--- src/rtl/uart_tx9_pkg.sv ---
// Package: shared types for the buffered serial transmitter.
// Assumes nothing beyond a SystemVerilog 2017 compiler.
package uart_tx9_pkg;

    // Kind of character stored in the holding stage
    typedef enum logic [1:0] {
        KIND_D8  = 2'd0,
        KIND_D9  = 2'd1,
        KIND_BRK = 2'd2
    } tx_kind_e;

    // Larger of two integers, used to size the frame vector
    function automatic int max_int(input int a, input int b);
        return (a > b) ? a : b;
    endfunction

endpackage

--- src/rtl/uart_tx9_hold.sv ---
// Module: one-entry holding stage ahead of the shifter.
// Captures a character, its ninth bit and its kind (8-bit, 9-bit, break)
// when free. Releases it when the shifter takes it. Writes while full or
// while disabled are dropped. Assumes `take` is only raised while full.
module uart_tx9_hold
    import uart_tx9_pkg::*;
#(
    parameter int DATA_W = 8
) (
    input  logic              clk,
    input  logic              rst_n,
    input  logic              tx_en,
    input  logic              wr_valid,
    input  logic [DATA_W-1:0] wr_data,
    input  logic              wr_bit9,
    input  logic              wr_brk,
    input  logic              nine_en,
    input  logic              take,
    output logic              full,
    output logic [DATA_W-1:0] data,
    output logic              bit9,
    output tx_kind_e          kind
);

    logic wr_acc;

    // Accept a write only when enabled and empty
    always_comb begin
        wr_acc = wr_valid && tx_en && !full;
    end

    // Occupancy flag: set on accepted write, cleared on take or disable
    always_ff @(posedge clk) begin
        if (!rst_n) begin
            full <= 1'b0;
        end else if (!tx_en) begin
            full <= 1'b0;
        end else if (take) begin
            full <= 1'b0;
        end else if (wr_acc) begin
            full <= 1'b1;
        end
    end

    // Payload capture, including the frame kind fixed at write time
    always_ff @(posedge clk) begin
        if (!rst_n) begin
            data <= '0;
            bit9 <= 1'b0;
            kind <= KIND_D8;
        end else if (wr_acc) begin
            data <= wr_data;
            bit9 <= wr_bit9;
            if (wr_brk) begin
                kind <= KIND_BRK;
            end else if (nine_en) begin
                kind <= KIND_D9;
            end else begin
                kind <= KIND_D8;
            end
        end
    end

    AST_TAKE_FREES: assert property (@(posedge clk) disable iff (!rst_n)
        take |=> !full) else $error("take did not free holding stage");

    AST_FULL_KEEPS_DATA: assert property (@(posedge clk) disable iff (!rst_n)
        (full && !take && tx_en) |=> ($stable(data) && $stable(bit9) && full))
        else $error("holding stage overwritten while full");

endmodule

--- src/rtl/uart_tx9_fmt.sv ---
// Module: combinational frame builder.
// Builds the bit vector that goes out least significant bit first (start,
// data, optional ninth bit, stop, or a run of zeros for a break) and its
// length in bit periods. Unused upper positions are filled with 1.
module uart_tx9_fmt
    import uart_tx9_pkg::*;
#(
    parameter int DATA_W  = 8,
    parameter int BRK_LEN = 13,
    parameter int FW      = 14,
    parameter int CW      = 4
) (
    input  logic [DATA_W-1:0] data,
    input  logic              bit9,
    input  tx_kind_e          kind,
    output logic [FW-1:0]     frame,
    output logic [CW-1:0]     len
);

    localparam logic [CW-1:0] LEN_D8  = CW'(DATA_W + 2);
    localparam logic [CW-1:0] LEN_D9  = CW'(DATA_W + 3);
    localparam logic [CW-1:0] LEN_BRK = CW'(BRK_LEN + 1);

    // Assemble frame bits and length for the stored kind
    always_comb begin
        frame = '1;
        len   = LEN_D8;
        case (kind)
            KIND_D9: begin
                frame[0]          = 1'b0;
                frame[DATA_W:1]   = data;
                frame[DATA_W+1]   = bit9;
                len               = LEN_D9;
            end
            KIND_BRK: begin
                frame[BRK_LEN-1:0] = '0;
                len                = LEN_BRK;
            end
            default: begin
                frame[0]        = 1'b0;
                frame[DATA_W:1] = data;
                len             = LEN_D8;
            end
        endcase
    end

endmodule

--- src/rtl/uart_tx9_shift.sv ---
// Module: transmit shifter.
// Loads a frame from the holding stage on a bit tick when idle, then
// presents one bit per tick on a registered line output. It goes idle on
// the tick after the last bit. Assumes bit_tick is a single-cycle strobe.
module uart_tx9_shift #(
    parameter int FW = 14,
    parameter int CW = 4
) (
    input  logic          clk,
    input  logic          rst_n,
    input  logic          tx_en,
    input  logic          bit_tick,
    input  logic          hold_full,
    input  logic [FW-1:0] frame,
    input  logic [CW-1:0] len,
    output logic          take,
    output logic          busy,
    output logic          line
);

    localparam logic [CW-1:0] CNT_LAST = CW'(1);

    logic [FW-1:0] sr;
    logic [CW-1:0] cnt;

    // Transfer request: idle shifter, queued character, tick present
    always_comb begin
        take = bit_tick && tx_en && !busy && hold_full;
    end

    // Shift register, bit counter and busy flag
    always_ff @(posedge clk) begin
        if (!rst_n) begin
            sr   <= '1;
            cnt  <= '0;
            busy <= 1'b0;
        end else if (!tx_en) begin
            sr   <= '1;
            cnt  <= '0;
            busy <= 1'b0;
        end else if (take) begin
            sr   <= frame;
            cnt  <= len;
            busy <= 1'b1;
        end else if (bit_tick && busy) begin
            if (cnt == CNT_LAST) begin
                sr   <= '1;
                cnt  <= '0;
                busy <= 1'b0;
            end else begin
                sr  <= {1'b1, sr[FW-1:1]};
                cnt <= cnt - CNT_LAST;
            end
        end
    end

    // Line output is the low end of the register
    always_comb begin
        line = sr[0];
    end

    AST_LOAD_START: assert property (@(posedge clk) disable iff (!rst_n)
        take |=> (busy && !line)) else $error("no start bit after load");

    AST_IDLE_HIGH: assert property (@(posedge clk) disable iff (!rst_n)
        !busy |-> line) else $error("line low while idle");

    AST_HOLD_BETWEEN_TICKS: assert property (@(posedge clk) disable iff (!rst_n)
        (!bit_tick && tx_en) |=> $stable(sr)) else $error("line moved without tick");

    AST_OFF_QUIET: assert property (@(posedge clk) disable iff (!rst_n)
        !tx_en |=> (line && !busy)) else $error("active while disabled");

    AST_CNT_RANGE: assert property (@(posedge clk) disable iff (!rst_n)
        busy |-> (cnt >= CNT_LAST && int'(cnt) <= FW)) else $error("bit count out of range");

endmodule

--- src/rtl/uart_tx9_top.sv ---
// Module: buffered serial transmitter top.
// Joins the holding stage, frame builder and shifter and derives the status
// and request outputs. Assumes an external divider supplies bit_tick.
module uart_tx9_top
    import uart_tx9_pkg::*;
#(
    parameter int DATA_W  = 8,
    parameter int BRK_LEN = 13
) (
    input  logic              clk,
    input  logic              rst_n,
    input  logic              tx_en,
    input  logic              bit_tick,
    input  logic              nine_en,
    input  logic              int_en,
    input  logic              wr_valid,
    input  logic [DATA_W-1:0] wr_data,
    input  logic              wr_bit9,
    input  logic              wr_brk,
    output logic              tx_line,
    output logic              hold_free,
    output logic              shift_empty,
    output logic              irq
);

    localparam int FW = max_int(DATA_W + 3, BRK_LEN + 1);
    localparam int CW = $clog2(FW + 1);

    logic              h_full;
    logic [DATA_W-1:0] h_data;
    logic              h_bit9;
    tx_kind_e          h_kind;
    logic [FW-1:0]     f_frame;
    logic [CW-1:0]     f_len;
    logic              s_take;
    logic              s_busy;

    uart_tx9_hold #(.DATA_W(DATA_W)) u_hold (
        .clk      (clk),
        .rst_n    (rst_n),
        .tx_en    (tx_en),
        .wr_valid (wr_valid),
        .wr_data  (wr_data),
        .wr_bit9  (wr_bit9),
        .wr_brk   (wr_brk),
        .nine_en  (nine_en),
        .take     (s_take),
        .full     (h_full),
        .data     (h_data),
        .bit9     (h_bit9),
        .kind     (h_kind)
    );

    uart_tx9_fmt #(.DATA_W(DATA_W), .BRK_LEN(BRK_LEN), .FW(FW), .CW(CW)) u_fmt (
        .data  (h_data),
        .bit9  (h_bit9),
        .kind  (h_kind),
        .frame (f_frame),
        .len   (f_len)
    );

    uart_tx9_shift #(.FW(FW), .CW(CW)) u_shift (
        .clk       (clk),
        .rst_n     (rst_n),
        .tx_en     (tx_en),
        .bit_tick  (bit_tick),
        .hold_full (h_full),
        .frame     (f_frame),
        .len       (f_len),
        .take      (s_take),
        .busy      (s_busy),
        .line      (tx_line)
    );

    // Status and request outputs
    always_comb begin
        hold_free   = !h_full;
        shift_empty = !s_busy;
        irq         = int_en && !h_full;
    end

    AST_WRITE_FILLS: assert property (@(posedge clk) disable iff (!rst_n)
        (wr_valid && tx_en && hold_free && !bit_tick) |=> !hold_free)
        else $error("write did not fill holding stage");

    AST_EMPTY_LINE_HIGH: assert property (@(posedge clk) disable iff (!rst_n)
        shift_empty |-> tx_line) else $error("line low with empty shifter");

    AST_REQ_NEEDS_FREE: assert property (@(posedge clk) disable iff (!rst_n)
        irq |-> (hold_free && int_en)) else $error("request without free stage");

endmodule

--- config.mk ---
export PLATFORM = sky130hd
export DESIGN_NAME = uart_tx9_top
export DESIGN_NICKNAME = d
export VERILOG_FILES = /design/src/rtl/uart_tx9_pkg.sv /design/src/rtl/uart_tx9_hold.sv /design/src/rtl/uart_tx9_fmt.sv /design/src/rtl/uart_tx9_shift.sv /design/src/rtl/uart_tx9_top.sv
export SDC_FILE = /design/constraint.sdc
export NUM_CORES = 1
export LEC_CHECK = 0
export BUFFER_PORTS_ARGS = -buffer_cell sky130_fd_sc_hd__clkbuf_2
export CORE_MARGIN = 4
export CORE_UTILIZATION = 40
export CTS_BUF_LIST = sky130_fd_sc_hd__clkbuf_4 sky130_fd_sc_hd__clkbuf_8
export DETAILED_ROUTE_END_ITERATION = 6
export SKIP_CTS_REPAIR_TIMING = 1
export SYNTH_ARGS = -nofsm -noshare
export SYNTH_HDL_FRONTEND = slang
export SYNTH_HIERARCHICAL = 1
export SYNTH_SLANG_ARGS = --single-unit
--- constraint.sdc ---
create_clock -name clk -period 1.9 [get_ports clk]
set_input_delay 0.285 -clock clk [delete_from_list [all_inputs] [get_ports clk]]
set_output_delay 0.285 -clock clk [all_outputs]
set_load 0.005 [all_outputs]
==> summary.md <==
| Metric | Value |
|---|---|
| DR vias/cell | `5.39` |
| Syn. warnings | `6` |
| Synth unique cells | `39` |
| Die H | `71.9 µm` |
| DRC | `0` |
| Via count | `1,358` |
| Number of synthesized flops with an enable pin | `0` |
| Number of global-route vias before repair | `1,286` |
| Period utilization | `0.849` |
| Final instance area | `1820 µm²` |
| Final Hold Violating Endpoints | `0` |
| Finish-stage setup viols | `0` |
| Critical Path End Type | `register` |
| Setup CP Type | `reg2reg` |
| Post-Synthesis Cells | `186` |
| CTS max path bufs | `2` |
| DP Area | `1740 µm²` |
| Slowest stage delay, CP | `0.43 ns` |
| Post-synthesis instance area | `1640 µm²` |
| CP Data Required Time | `2.11 ns` |
| Largest net degree at the start of global routing | `18` |
| Slew headroom | `0.653` |
| Main flop type after synthesis | `dfxtp_1` |
| Setup TNS Final | `0 ns` |
| Worst path bufs/invs | `1` |
| ANT cells | `0` |
| Worst setup SP type | `register` |
| CP Data Arrival Time | `1.82 ns` |
| Area Growth Syn to Fin | `11.6%` |
| Total GRT Usage | `0.141` |
| First-pass GRT wire length | `5.75 mm` |
| Tot Pwr | `1.33 mW` |
| H-tree depth | `2` |
| 1st-pass router iterations | `4` |
| Unrepaired setup endpoints after global routing | `false` |
| Clock sink total | `31` |
| Row Count | `22` |
| Initial core utilization | `0.431` |
| WL/cell | `13.7 µm` |
| Port buffer count | `20` |
| Fraction of layout cells with a size suffix above 1 | `0.250` |
| CTS tree | `done` |
| Crit path cell chain | `ha_1 -> nor3b_4 -> buf_4 -> o32ai_1 -> o21ai_0` |
| Detailed Route WL | `3.44 mm` |
| Placer congestion estimate | `0.904` |
| Leading cell type in the layout, fill and taps excluded | `dfxtp_1` |
| Worst clock skew | `0.00428 ns` |
| Max Cap Viol | `0` |
| Worst skew pair latency | `0.28 ns` |
| Clock root buffer | `clkbuf_8` |
| Max VDD drop | `429 µV` |
| Layout net count | `223` |
| Core area | `3800 µm²` |
| DP Wirelength | `2.45 mm` |
| Min Hold Slack | `0.225 ns` |
| Routed Antenna Nets | `0` |
| Synthesized flop and latch total | `31` |
| Slowest stage cell on the critical path | `dfxtp_1` |
| Hold Path Class | `in2reg` |
| Pwr dens | `730 nW/µm²` |
| Ys async rst share | `0` |
| Leak pwr | `0.749 nW` |
| Fmax | `620 MHz` |
| Congestion Overflow GR | `0` |
| Syn Area/Cell | `8.79 µm²` |
| Crit-path max FO | `9` |
| Seq/Total Area, Yosys | `0.379` |
| Slew Limit Fails | `0` |
| Least-Margin Pin Slew | `0.520 ns` |
| Fin crit period | `1.61 ns` |
| Crit-path leading delay family | `flip-flops` |
| Num CTS Buffers | `5` |
| Status | `completed` |
| I/O pins | `21` |
| Chip Width | `71.9 µm` |
| Most frequent cells in the layout | `31 x dfxtp_1, 25 x nand2_1, 20 x clkbuf_2, 19 x a21oi_1, 14 x o21ai_1` |
| Initial antenna violation count | `0` |
| Clock slew seen by the registers of the worst setup and hold paths | `0.06 ns` |
| DRT iter0 DRCs | `77` |
| Die ar. | `5180 µm²` |
==> area by class of cell <==
type                       instances  area [µm²]
inverter                           8        30.0
multi-input combinational        130         866
clock buffer                       6        82.6
timing repair buffer              28         160
clock inverter                     1        5.00
tap                               48        60.1
fill                             391        1970
sequential                        31         621
==> synthesized netlist by cell type, types with 2 or more instances <==
cell type,instances,area [µm²]
o32ai_1,13,114
buf_4,7,52.6
and2_4,8,70.1
dfxtp_1,31,621
nand2_1,25,93.8
buf_6,3,33.8
o21ai_1,14,70.1
nor2b_1,2,12.5
a211oi_2,2,25.0
nor2_1,2,7.51
a21o_1,4,30.0
clkbuf_1,4,15.0
mux2i_1,11,110
nand3_1,2,10.0
ha_1,2,25.0
conb_1,2,7.51
inv_1,7,26.3
buf_2,5,25.0
a21oi_1,19,95.1
and2_0,2,12.5
nand4b_1,3,26.3
==> sequential cells by signal, summed over array words and instances, names as in the netlist <==
signal and flops:
u_shift/sr 14, u_hold/data 8, u_shift/cnt 4, u_hold/kind 2, u_hold/bit9 1, u_hold/full 1, u_shift/busy 1
==> cells by family after synthesis <==
| group | share of synthesized area |
|---|---|
| mux | 0.0673 |
| other cells | 0.00459 |
| compound gates | 0.243 |
| simple gates | 0.194 |
| buf+inv | 0.0956 |
| flops | 0.379 |
| fa+ha+maj | 0.0153 |
==> stage by stage <==
| stage | setup WS [ns] | cells | utilization |
|---|---|---|---|
| final | 0.286 | 252 | 0.480 |
| after global routing | 0.124 | 252 | 0.480 |
| after CTS | 0.288 | 252 | 0.480 |
| after detailed placement | 0.312 | 245 | 0.457 |
| after global placement | 0.372 | 245 | 0.457 |
| after floorplan | 0.526 | 188 | - |
==> routing by layer <==
metal	global-route usage	share of wire
met5	0	0
met4	0.0626	0.011
met3	0.0485	0.053
met2	0.224	0.45
met1	0.173	0.48
==> tightest hold or removal path, delay by kind of cell <==
kind	cells	cell delay (ns)
AND/OR/NAND/NOR	1	0.04
multiplexers	1	0.05
buffers and inverters	1	0.08
==> worst paths after layout <==
kind	start	to	slack, ns	depth (start not counted)
setup / recovery	u_shift/cnt[0]$_SDFFE_PN0P_	u_shift/sr[6]$_SDFFE_PN1P_	0.29	5
hold / removal	wr_data[1]	u_hold/data[1]$_SDFFE_PN0P_	0.23	3
setup reg to reg	u_shift/cnt[0]$_SDFFE_PN0P_	u_shift/sr[6]$_SDFFE_PN1P_	0.29	5
hold reg to reg	u_hold/data[4]$_SDFFE_PN0P_	u_hold/data[4]$_SDFFE_PN0P_	0.46	2
==> power by group <==
group          internal, mW  leakage (nW)  switching (mW)
clock                 0.284        0.0470           0.242
combinational        0.0605         0.450          0.0707
sequential            0.666         0.252         0.00881
No activity file was read; power rests on OpenSTA's default activity.
